## config.mk

```make
export PLATFORM = sky130hd
export DESIGN_NAME = sysctl_cop
export DESIGN_NICKNAME = d
export VERILOG_FILES = /design/src/rtl/sysctl_pkg.sv /design/src/rtl/sysctl_prio.sv /design/src/rtl/sysctl_irq_eval.sv /design/src/rtl/sysctl_regfile.sv /design/src/rtl/sysctl_cop.sv
export SDC_FILE = /design/constraint.sdc
export NUM_CORES = 1
export LEC_CHECK = 0
export CAP_MARGIN = 20
export CORE_UTILIZATION = 55
export DETAILED_ROUTE_END_ITERATION = 10
export PLACE_DENSITY = 0.81
export SYNTH_ARGS = -nofsm -noshare
export SYNTH_HDL_FRONTEND = slang
export SYNTH_HIERARCHICAL = 1
export SYNTH_SLANG_ARGS = --single-unit
```

## constraint.sdc

```tcl
create_clock -name clk -period 4.1 [get_ports clk]
set_input_delay 0.41 -clock clk [delete_from_list [all_inputs] [get_ports clk]]
set_output_delay 0.41 -clock clk [all_outputs]
set_load 0.01 [all_outputs]
```

## src/rtl/sysctl_pkg.sv

```systemverilog
package sysctl_pkg;
  localparam int XLEN       = 32;
  localparam int CODE_W     = 5;
  localparam int IDX_STATUS = 12;
  localparam int IDX_CAUSE  = 13;
  localparam int IDX_RETPC  = 14;
  localparam int IDX_IDENT  = 15;
  localparam int BIT_IEC    = 0;
  localparam int BIT_IM     = 10;
  localparam int BIT_ISOL   = 16;
  localparam int BIT_BOOTV  = 22;
  localparam int BIT_BD     = 31;

  typedef logic [XLEN-1:0] word_t;

  // stack push: each 2-bit level moves up one place, new level is zero
  function automatic word_t push_mode(word_t s);
    return {s[XLEN-1:6], s[3:0], 2'b00};
  endfunction

  // stack pop: top level stays, the two lower levels move down
  function automatic word_t pop_mode(word_t s);
    return {s[XLEN-1:4], s[5:2]};
  endfunction

  function automatic word_t cause_on_entry(word_t c, logic [CODE_W-1:0] code, logic bd);
    return {bd, c[XLEN-2:7], code, 2'b00};
  endfunction

  function automatic word_t return_addr(word_t pc, logic bd);
    return bd ? (pc - word_t'(4)) : pc;
  endfunction

  function automatic word_t vector_of(word_t s, word_t boot_v, word_t norm_v);
    return s[BIT_BOOTV] ? boot_v : norm_v;
  endfunction
endpackage

```

## src/rtl/sysctl_prio.sv

```systemverilog
module sysctl_prio #(
  parameter int N = 16,
  parameter int W = 5
) (
  input  logic [N-1:0] req,
  output logic         any,
  output logic [W-1:0] code
);
  always_comb begin
    any  = |req;
    code = '0;
    for (int i = N - 1; i >= 0; i--) begin
      if (req[i]) code = W'(i);
    end
  end
endmodule

```

## src/rtl/sysctl_irq_eval.sv

```systemverilog
module sysctl_irq_eval (
  input  logic status_iec,
  input  logic status_im,
  input  logic cause_pend,
  output logic int_req
);
  assign int_req = status_iec & status_im & cause_pend;
endmodule

```

## src/rtl/sysctl_regfile.sv

```systemverilog
module sysctl_regfile
  import sysctl_pkg::*;
#(
  parameter int    IDX_W      = 4,
  parameter word_t RST_STATUS = 32'h1090_0000,
  parameter word_t IDENT      = 32'h0000_0002
) (
  input  logic              clk,
  input  logic              rst_n,
  input  logic [IDX_W-1:0]  rd_idx,
  output word_t             rd_data,
  input  logic              wr_en,
  input  logic [IDX_W-1:0]  wr_idx,
  input  word_t             wr_data,
  input  logic              pop,
  input  logic              take,
  input  logic [CODE_W-1:0] take_code,
  input  logic              in_delay,
  input  word_t             instr_pc,
  input  logic              irq_line,
  output word_t             status_q,
  output word_t             cause_q,
  output word_t             retpc_q,
  output word_t             ident_q
);
  localparam int DEPTH = 1 << IDX_W;

  word_t regs [DEPTH];
  word_t nxt  [DEPTH];
  logic  wr_ok;

  // a move-to survives only when no cause is taken, the entry is writable,
  // and a pop does not claim the status entry
  assign wr_ok = wr_en && !take && (int'(wr_idx) != IDX_IDENT) &&
                 !(pop && int'(wr_idx) == IDX_STATUS);

  always_comb begin
    for (int i = 0; i < DEPTH; i++) nxt[i] = regs[i];
    if (take) begin
      nxt[IDX_STATUS] = push_mode(regs[IDX_STATUS]);
      nxt[IDX_CAUSE]  = cause_on_entry(regs[IDX_CAUSE], take_code, in_delay);
      nxt[IDX_RETPC]  = return_addr(instr_pc, in_delay);
    end else begin
      if (wr_ok) nxt[wr_idx] = wr_data;
      if (pop)   nxt[IDX_STATUS] = pop_mode(regs[IDX_STATUS]);
    end
    nxt[IDX_CAUSE][BIT_IM] = irq_line;
  end

  always_ff @(posedge clk) begin
    if (!rst_n) begin
      for (int i = 0; i < DEPTH; i++) begin
        if (i == IDX_STATUS)     regs[i] <= RST_STATUS;
        else if (i == IDX_IDENT) regs[i] <= IDENT;
        else                     regs[i] <= '0;
      end
    end else begin
      for (int i = 0; i < DEPTH; i++) regs[i] <= nxt[i];
    end
  end

  assign rd_data  = regs[rd_idx];
  assign status_q = regs[IDX_STATUS];
  assign cause_q  = regs[IDX_CAUSE];
  assign retpc_q  = regs[IDX_RETPC];
  assign ident_q  = regs[IDX_IDENT];
endmodule

```

## src/rtl/sysctl_cop.sv

```systemverilog
module sysctl_cop
  import sysctl_pkg::*;
#(
  parameter int    IDX_W      = 4,
  parameter int    REQ_N      = 16,
  parameter logic [31:0] RST_STATUS = 32'h1090_0000,
  parameter logic [31:0] IDENT      = 32'h0000_0002,
  parameter logic [31:0] VEC_BOOT   = 32'hBFC0_0180,
  parameter logic [31:0] VEC_NORM   = 32'h8000_0080
) (
  input  logic              clk,
  input  logic              rst_n,
  input  logic [IDX_W-1:0]  rd_idx,
  output logic [31:0]       rd_data,
  input  logic              wr_en,
  input  logic [IDX_W-1:0]  wr_idx,
  input  logic [31:0]       wr_data,
  input  logic              exc_ret,
  input  logic [REQ_N-1:0]  exc_req,
  input  logic              in_delay,
  input  logic [31:0]       instr_pc,
  input  logic              irq_line,
  output logic              vec_valid,
  output logic [31:0]       vec_addr,
  input  logic              store_req,
  output logic              store_en
);
  // named internal events, observed by the bound checker
  logic              int_req;
  logic              take;
  logic [CODE_W-1:0] take_code;
  logic [REQ_N-1:0]  all_req;
  word_t             status_q, cause_q, retpc_q, ident_q;

  sysctl_irq_eval u_irq (
    .status_iec (status_q[BIT_IEC]),
    .status_im  (status_q[BIT_IM]),
    .cause_pend (cause_q[BIT_IM]),
    .int_req    (int_req)
  );

  assign all_req = exc_req | REQ_N'(int_req);

  sysctl_prio #(.N(REQ_N), .W(CODE_W)) u_prio (
    .req  (all_req),
    .any  (take),
    .code (take_code)
  );

  sysctl_regfile #(
    .IDX_W(IDX_W), .RST_STATUS(RST_STATUS), .IDENT(IDENT)
  ) u_rf (
    .clk       (clk),
    .rst_n     (rst_n),
    .rd_idx    (rd_idx),
    .rd_data   (rd_data),
    .wr_en     (wr_en),
    .wr_idx    (wr_idx),
    .wr_data   (wr_data),
    .pop       (exc_ret),
    .take      (take),
    .take_code (take_code),
    .in_delay  (in_delay),
    .instr_pc  (instr_pc),
    .irq_line  (irq_line),
    .status_q  (status_q),
    .cause_q   (cause_q),
    .retpc_q   (retpc_q),
    .ident_q   (ident_q)
  );

  assign vec_valid = take;
  assign vec_addr  = vector_of(status_q, VEC_BOOT, VEC_NORM);
  assign store_en  = store_req & ~status_q[BIT_ISOL];
endmodule

```

Word-level counts from Yosys, hierarchy flattened
Memories as Yosys holds them, arrays and structs flattened.
Index checks and enable logic that the tools add are counted.
Storage, ports and cells
  RAM bits: 512
  input port bits: 95
  word-level logic and storage cells: 80
  output and inout bits: 66
  memories kept: 1
  flip-flop bits (word level): 0
Operators by class
  multiplexer cells: 44
  order comparisons: 2
  equal/unequal tests: 2
  reduce and logical (&&, ||, !) cells: 8
  bitwise operators: 22
  add/sub/neg operators: 1
Memory list
  u_rf.regs: depth 16, width 32, read ports 17, clocked after Yosys merged registers in 0, write ports 16, line sysctl_regfile.sv:28  | word_t regs [DEPTH];
Operator list (number)
  32-bit 2-to-1 mux: 20
  512-bit bitwise mux: 1
  512-bit 2-to-1 mux: 1
  384-bit 2-to-1 mux: 1
  32-bit demux with 4-bit select: 1
  96-bit 2-to-1 mux: 1
  4-bit 2-to-1 mux: 16
  32-bit by 3-bit subtractor with 32-bit output, second input constant: 1
  30-bit 2-to-1 mux: 1
  1-bit OR: 16
  16-bit by 1-bit OR with 16-bit output: 1
  16-bit OR reduction: 1
  5-bit >= comparator, second input constant: 1
  1-bit logical AND: 5
  5-bit by 1-bit less-than comparator with 1-bit output, second input constant: 1
  4-bit NOT with 5-bit output: 1
  4-bit by 3-bit == test with 1-bit output, second input constant: 1
  4-bit by 1-bit inequality test with 1-bit output, second input constant: 1
  1-bit AND: 3
  1-bit logical NOT: 2
  1-bit 2-to-1 mux: 2
  1-bit NOT: 1

Logic depth before layout (Yosys ltp)
Gate-level depths: netlist (run 1).
An unclocked memory read counts as a cell.
  depth after elaboration: 22
  gate-level depth with buffers: 12
  depth with buffers taken out: 9

By module
Netlist (run 1), hierarchy kept.
By module, submodules not included
  sysctl_regfile: sequential area each 10249.8 µm², area an instance 22584.2 µm², cells each 2606, times used 1
  sysctl_cop: sequential area each 0.0 µm², area an instance 252.7 µm², cells each 35, times used 1
  sysctl_prio: sequential area each 0.0 µm², area an instance 187.7 µm², cells each 36, times used 1
  sysctl_irq_eval: sequential area each 0.0 µm², area an instance 6.3 µm², cells each 1, times used 1

Least setup slack after synthesis (run 1)
Ideal clock, no wire load.
  path kind: reg2reg
  start: memory u_rf/regs[12][0] (netlist bit)
  end: memory u_rf/regs[12][20] (netlist bit)
  slack: 1.138 ns
  path buffers: 2
  library setup time: 0.138 ns
  data arrival time: 2.823 ns
  stages on the path, launching flop included: 12
  data required time: 3.962 ns
  period minus slack after synthesis: 2.962 ns
  cell sequence: dfxtp_1 > and3_1 > or2_1 > nor2_1 > nand3_1 > or3_1 > clkbuf_1 > nor4b_1 > nand3_1 > clkbuf_1 > nand2_1 > o211ai_1
RTL lines (line)
  start, declared: sysctl_regfile.sv:28

==> results of run 1 <==
==> worst max-delay path by stage <==
stage	to	slack [ns]	startpoint	depth (start not counted)
after floorplan	u_rf/regs[12][20]$_SDFFE_PN1P_	1.14	u_rf/regs[12][0]$_SDFFE_PP0P_	11
after global placement	u_rf/regs[0][22]$_SDFFE_PN0P_	0.81	exc_req[0]	11
after detailed placement	u_rf/regs[0][23]$_SDFFE_PN0P_	0.74	exc_req[4]	10
after CTS	vec_valid	0.75	u_rf/regs[12][0]$_SDFFE_PP0P_	7
after global routing	vec_valid	0.67	u_rf/regs[12][0]$_SDFFE_PP0P_	7
final	vec_valid	0.72	u_rf/regs[12][0]$_SDFFE_PP0P_	7
==> cells in the mapped netlist (all sizes together) (19+ instances only) <==
library cell and number:
nor4 19, and2 43, nor2 31, inv 28, clkbuf 212, nor3 37, a21oi 443, nand2 924
nand3 25, mux4 160, dfxtp 512, buf 71
==> cells by family (layout without fill, tap and decap cells) <==
| group | count (synthesis) | count (layout) | share of synthesized area, % |
|---|---|---|---|
| AND/OR/NAND/NOR | 1143 | 1143 | 20.7 |
| AO/OA/AOI/OAI | 539 | 539 | 12.9 |
| flip-flops | 512 | 512 | 44.5 |
| buffers and inverters | 312 | 320 | 5.81 |
| multiplexers | 161 | 161 | 15.7 |
| XOR/XNOR | 7 | 7 | 0.266 |
| other | 3 | 25 | 0.0489 |
| adder cells (fa/ha/maj) | 1 | 1 | 0.0543 |
==> placed cells by master, fill, tap and decap left out, types with 11 or more instances in the layout <==
cell type / count
dfxtp_1: 512
a311oi_1: 17
nor4_1: 17
clkbuf_16: 48
and2_1: 43
clkdlybuf4s50_1: 132
or3_1: 16
a21oi_1: 443
mux4_2: 160
nor2_1: 30
nand2_1: 924
inv_1: 27
clkbuf_8: 12
clkinv_2: 11
nor3_1: 35
buf_4: 57
nand3_1: 25
clkbuf_1: 11
conb_1: 24
==> per-stage QoR <==
stage               total power, W  cells  instance area, µm²  hold slack (ns)
finish                      0.0101   3240               26200            0.247
global route                0.0103   3240               26200            0.290
CTS                         0.0101   3238               26100            0.423
detailed placement         0.00572   3152               24600            0.436
global placement           0.00571   3152               24600            0.433
floorplan                  0.00548   2699               23100            0.405
==> critical path, delay by kind of cell, from the launching register on <==
family                 cells  cell delay (ns)
buffers and inverters      2             0.84
DFF                        1             0.36
and+or+nand+nor            5             1.20
==> routing by layer <==
| metal | global-route usage [%] | part of all wire [%] | vias to the layer above | routed length (µm) |
|---|---|---|---|---|
| li1 | - | - | 9108 | - |
| met1 | 41.7 | 37 | 9856 | 25900 |
| met2 | 52.6 | 47 | 1437 | 33100 |
| met3 | 6.88 | 12 | 260 | 8350 |
| met4 | 15.0 | 4.3 | 2 | 3030 |
| met5 | 0 | 0.014 | - | 10 |
==> layout make-up <==
cell class	count	area [µm²]
fillers	3241	15000
multi-input cells	1875	11500
flip-flops and latches	512	10200
repair buffers	205	2020
clock buffers	70	1390
well taps	532	666
clock inverters	16	170
inverters	29	116
diodes	1	2.50
==> power groups by stage <==
stage / logic [W] / registers (W) / clock network, W
after floorplan: 0.000364 / 0.00511 / 0
after global placement: 0.000594 / 0.00512 / 0
after detailed placement: 0.000604 / 0.00512 / 0
after CTS: 0.000605 / 0.00501 / 0.00446
after global routing: 0.000654 / 0.00501 / 0.00467
final: 0.000624 / 0.00501 / 0.00446
==> flow_summary.ini, run 1 <==
[grt]
grt_overflow = 0
antenna_found_initial = 5
grt_pass1_vias = 19700
grt_max_degree = 200
grt_pass1_wl_mm = 107
track_usage_pct = 32.5

[setup_path]
end_kind = primary output
reg2reg_from = u_rf/regs[12][0]$_SDFFE_PP0P_
crit_path_top_delay_cell = clkdlybuf4s50_1
crit_fanout = 38
r2r-end = u_rf/regs[0][24]$_SDFFE_PN0P_
critPathRequiredTime_ns = 3.69
criticalPathCategory = reg -> out
critPathArrivalTime_ns = 2.97
path_cells = and3_1, or2_1, nor2_1, nand3_1, or3_1, buf_4, clkdlybuf4s50_1
worst-r2r-setup-slack_ns = 0.80
cpPeakStageDelay_ns = 0.54
rr_worst_depth = 11
critPathLaunchType = flip-flop

[sta]
timing.fmax_mhz = 296
maxSlewViolCount = 0
layout_setup_ws_ns = 0.719
finalCritPeriodShare_pct = 82.5
period_needed_ns = 3.38
skew_ns = 0.0160
worst_pin_slew_ns = 1.10
finalHoldViolCount = 0
grt_setup_unrepaired = false
setup_viol = 0
fin_tns_setup_ns = 0
relSlewSlack_pct = 26.4

[floorplanning]
rows = 74
die_x_um = 207
start_util_pct = 56.0
boundaryPins = 161
die_area_um2 = 42700
die_h_um = 207
core_area_um2 = 41100

[clock_network]
ctsHtreeMaxLevel = 2
clk_pin_slew_worst_paths_ns = 0.06
tritoncts = done
cts-root-buf = clkbuf_16
insertion_delay_ns = 0.58
post_cts_buffers = 0
holdBufCountCts = 0
cts.sinks = 512
clockBufferDepth = 3
cts_made_buffers = 48
cts_resized = 0

[synth]
yosysWarnings = 6
ys_types = 64
yosysTopAreaCell = dfxtp_1
syn_area_um2 = 23000
yosys-top-cells-area = dfxtp_1, mux4_2, nand2_1
synthCells = 2678
async_flop_share_pct = 0
netlist.area_leader.share_pct = 44.5
avgSynthCellArea_um2 = 8.60
ys_seq_area_share_pct = 44.5
synth_seq_cells = 512
synth_edf_count = 0
ys.flop_type = dfxtp_1

[power]
clockPowerShare_pct = 44.2
pwr-share-comb_pct = 6.2
sequentialPowerShare_pct = 49.6
leakage_nw = 8.59
vdd_drop_max_uv = 286
swShare_pct = 23.0
netSwitchingPower_w = 0.00232
p_per_area_nw_per_um2 = 386
intPower_w = 0.00777

[run_status]
status = finished with violations
violations = design-rule violations

[route]
vias = 20700
vias_per_cell = 6.38
wl_per_cell_um = 21.7
final_antenna_net_count = 0
drt_wl_total_mm = 70.4
first_pass_iters = 11
drc = 4
initialDrtViolationCount = 2985

[cells_and_area]
area_delta_synth_final_pct = 13.5
top_regs = u_rf/regs x512
fin_util_pct = 63.6
finalNetCount = 2767
largest_register_ffs = 512
top_register = u_rf/regs
layout-drive-gt1-share_pct = 12.2

[placement]
dpl.hpwl_mm = 42.2
io_buffers = 137
place_congestion = 0.972
dp_slack_ns = 0.740

[min_path]
min_from = rst_n
hold-path-endpoint = u_rf/regs[12][16]$_SDFFE_PN0P_
hold_path_class = in -> reg
hold_depth = 3

[flow_run]
max-cap-violations = 0
(Power assumes the default switching activity.)
==> run 2, diff against run 1 <==
--- a/config.mk
+++ b/config.mk
@@ -6,9 +6,9 @@
 export NUM_CORES = 1
 export LEC_CHECK = 0
 export CAP_MARGIN = 20
-export CORE_UTILIZATION = 55
+export CORE_UTILIZATION = 53
 export DETAILED_ROUTE_END_ITERATION = 10
-export PLACE_DENSITY = 0.81
+export PLACE_DENSITY = 0.82
 export SYNTH_ARGS = -nofsm -noshare
 export SYNTH_HDL_FRONTEND = slang
 export SYNTH_HIERARCHICAL = 1
==> constraint.sdc (replaced) <==
create_clock -name clk -period 2.95 [get_ports clk]
set_input_delay 0.295 -clock clk [delete_from_list [all_inputs] [get_ports clk]]
set_output_delay 0.295 -clock clk [all_outputs]
set_load 0.01 [all_outputs]
==> flow_summary.ini, run 2 (same netlist as run 1, synthesis figures left out) <==
[floorplanning]
die_x_um = 210
die_area_um2 = 44300
die_h_um = 210
start_util_pct = 53.6
core_area_um2 = 43000
rows = 76
boundaryPins = 161

[route]
vias_per_cell = 6.30
initialDrtViolationCount = 2970
drt_wl_total_mm = 72.4
first_pass_iters = 8
vias = 21000
drc = 0
wl_per_cell_um = 21.8
final_antenna_net_count = 0

[cells_and_area]
largest_register_ffs = 512
area_delta_synth_final_pct = 16.6
layout-drive-gt1-share_pct = 13.4
top_regs = u_rf/regs x512
fillerInstances = 3364
num_antenna_cells = 0
fin_area_um2 = 26800
top_register = u_rf/regs
final_cell_mix = nand2_1, dfxtp_1, a21oi_1, mux4_2, clkdlybuf4s50_1
layout_commonest_cell = nand2_1
seq_area_um2 = 10200
finalNetCount = 2805
multi_input_area_um2 = 11600

[sta]
skew_ns = 0.0236
period_needed_ns = 2.90
grt_setup_unrepaired = true
maxSlewViolCount = 0
finalCritPeriodShare_pct = 98.5
finalHoldViolCount = 0
setup_viol = 0
worst_pin_slew_ns = 1.11
timing.fmax_mhz = 344
relSlewSlack_pct = 26.0
fin_tns_setup_ns = 0

[clock_network]
insertion_delay_ns = 0.59
tritoncts = done
clk_pin_slew_worst_paths_ns = 0.06
cts-root-buf = clkbuf_16
holdBufCountCts = 0
cts.sinks = 512
cts_made_buffers = 48
clockBufferDepth = 3
ctsHtreeMaxLevel = 2

[power]
leakage_nw = 8.88
p_per_area_nw_per_um2 = 516
vdd_drop_max_uv = 555

[setup_path]
crit_path_top_delay_cell = or4b_4
worst-r2r-setup-slack_ns = 0.05
criticalPathCategory = reg -> reg
rr_worst_depth = 11
critPathLaunchType = flip-flop
r2r-end = u_rf/regs[12][5]$_SDFFE_PN0P_
crit_fanout = 13
cpPeakStageDelay_ns = 0.58
critPathRequiredTime_ns = 3.44
critPathArrivalTime_ns = 3.40
cp_common_cell = buf_12
path_cells = and3_1, or2_1, nor2_2, nand3_1, or3_4, or4b_4, nor3_4, buf_12, buf_12, a22oi_1, a21oi_1
worst-path-buf-inv = 2
cp_top_family = simple AND/OR/NAND/NOR gates
end_kind = flip-flop
reg2reg_from = u_rf/regs[13][10]$_SDFF_PN0_

[grt]
antenna_found_initial = 1
grt_pass1_vias = 20400
track_usage_pct = 31.8
grt_max_degree = 255
grt_pass1_wl_mm = 110
grt_overflow = 0

[min_path]
hold-path-endpoint = u_rf/regs[15][1]$_SDFFE_PN1P_
min_from = rst_n
hold_path_class = in -> reg
hold_depth = 2

[run_status]
status = finished, final reports clean

[placement]
dpl.hpwl_mm = 44.1
place_congestion = 0.955
io_buffers = 137
placed_area_um2 = 25300

[flow_run]
max-cap-violations = 0
-- run 2: cell count changes in the layout (fill, tap and decap cells not counted), moves of 3 or more --
cell	delta
buf_12	+30
buf_4	+7
clkbuf_1	+4
clkbuf_16	+3
clkinv_2	-4
-- run 2: worst register-to-register path: cells and delay by family, from the launching register on --
| family | cells | cell delay, ns |
|---|---|---|
| compound gates | 2 | 0.26 |
| buf+inv | 2 | 0.29 |
| flops | 1 | 0.34 |
| simple gates | 7 | 1.93 |
-- run 2: where the power goes --
part           internal [W]  switching [W]
Clock               0.00336        0.00262
Combinational      0.000345       0.000552
Sequential          0.00694      0.0000197
-- run 2: repair_timing --
| item | 4_1_cts | 5_1_grt |
|---|---|---|
| endpoints found under the hold margin | 0 | 0 |
| endpoints found under the setup margin | 16 | 14 |
| resized for setup | 3 | 7 |
| gates cloned | 0 | 2 |
| buffers inserted | 0 | 1 |
| pin swaps | 0 | 2 |
-- run 2: worst max-delay path by stage --
stage	startpoint	to	slack, ns	cells past startpoint
5_1_grt	u_rf/regs[13][10]$_SDFF_PN0_	u_rf/regs[12][5]$_SDFFE_PN0P_	-0.01	11
4_1_cts	u_rf/regs[13][10]$_SDFF_PN0_	u_rf/regs[12][19]$_SDFFE_PN0P_	0.06	10
2_1_floorplan	u_rf/regs[12][0]$_SDFFE_PP0P_	u_rf/regs[3][10]$_SDFFE_PN0P_	0.08	11
6_report	u_rf/regs[13][10]$_SDFF_PN0_	u_rf/regs[12][5]$_SDFFE_PN0P_	0.05	11
3_5_place_dp	exc_req[0]	u_rf/regs[12][19]$_SDFFE_PN0P_	-0.16	10
3_3_place_gp	exc_req[0]	u_rf/regs[12][5]$_SDFFE_PN0P_	-0.04	10
-- run 2: through the flow --
| step | utilization [%] | setup slack (ns) | total power [W] | instances | hold WS [ns] |
|---|---|---|---|---|---|
| 2_1_floorplan | - | 0.0775 | 0.00761 | 2699 | 0.405 |
| 3_3_place_gp | 58.8 | -0.0439 | 0.00797 | 3241 | 0.424 |
| 3_5_place_dp | 58.8 | -0.162 | 0.00799 | 3241 | 0.423 |
| 4_1_cts | 62.3 | 0.0590 | 0.0138 | 3324 | 0.169 |
| 5_1_grt | 62.5 | -0.0146 | 0.0142 | 3327 | 0.217 |
| 6_report | 62.5 | 0.0451 | 0.0138 | 3327 | 0.185 |
-- run 2: final cells by class --
cell class	count	share of cell area, %
Multi-Input combinational cell	1875	43.1
Inverter	29	0.433
Timing Repair Buffer	243	10.0
Clock buffer	73	5.24
Tap cell	585	2.73
Clock inverter	10	0.308
Sequential cell	512	38.2
-- run 2: routing by layer --
metal  GRT usage [%]  up-vias  routed length (µm)
met5               0        -                  13
met4            16.0        2                3650
met3            7.09      292                8740
met2            51.2     1527               33700
met1            40.5     9961               26200
li1                -     9190                   -
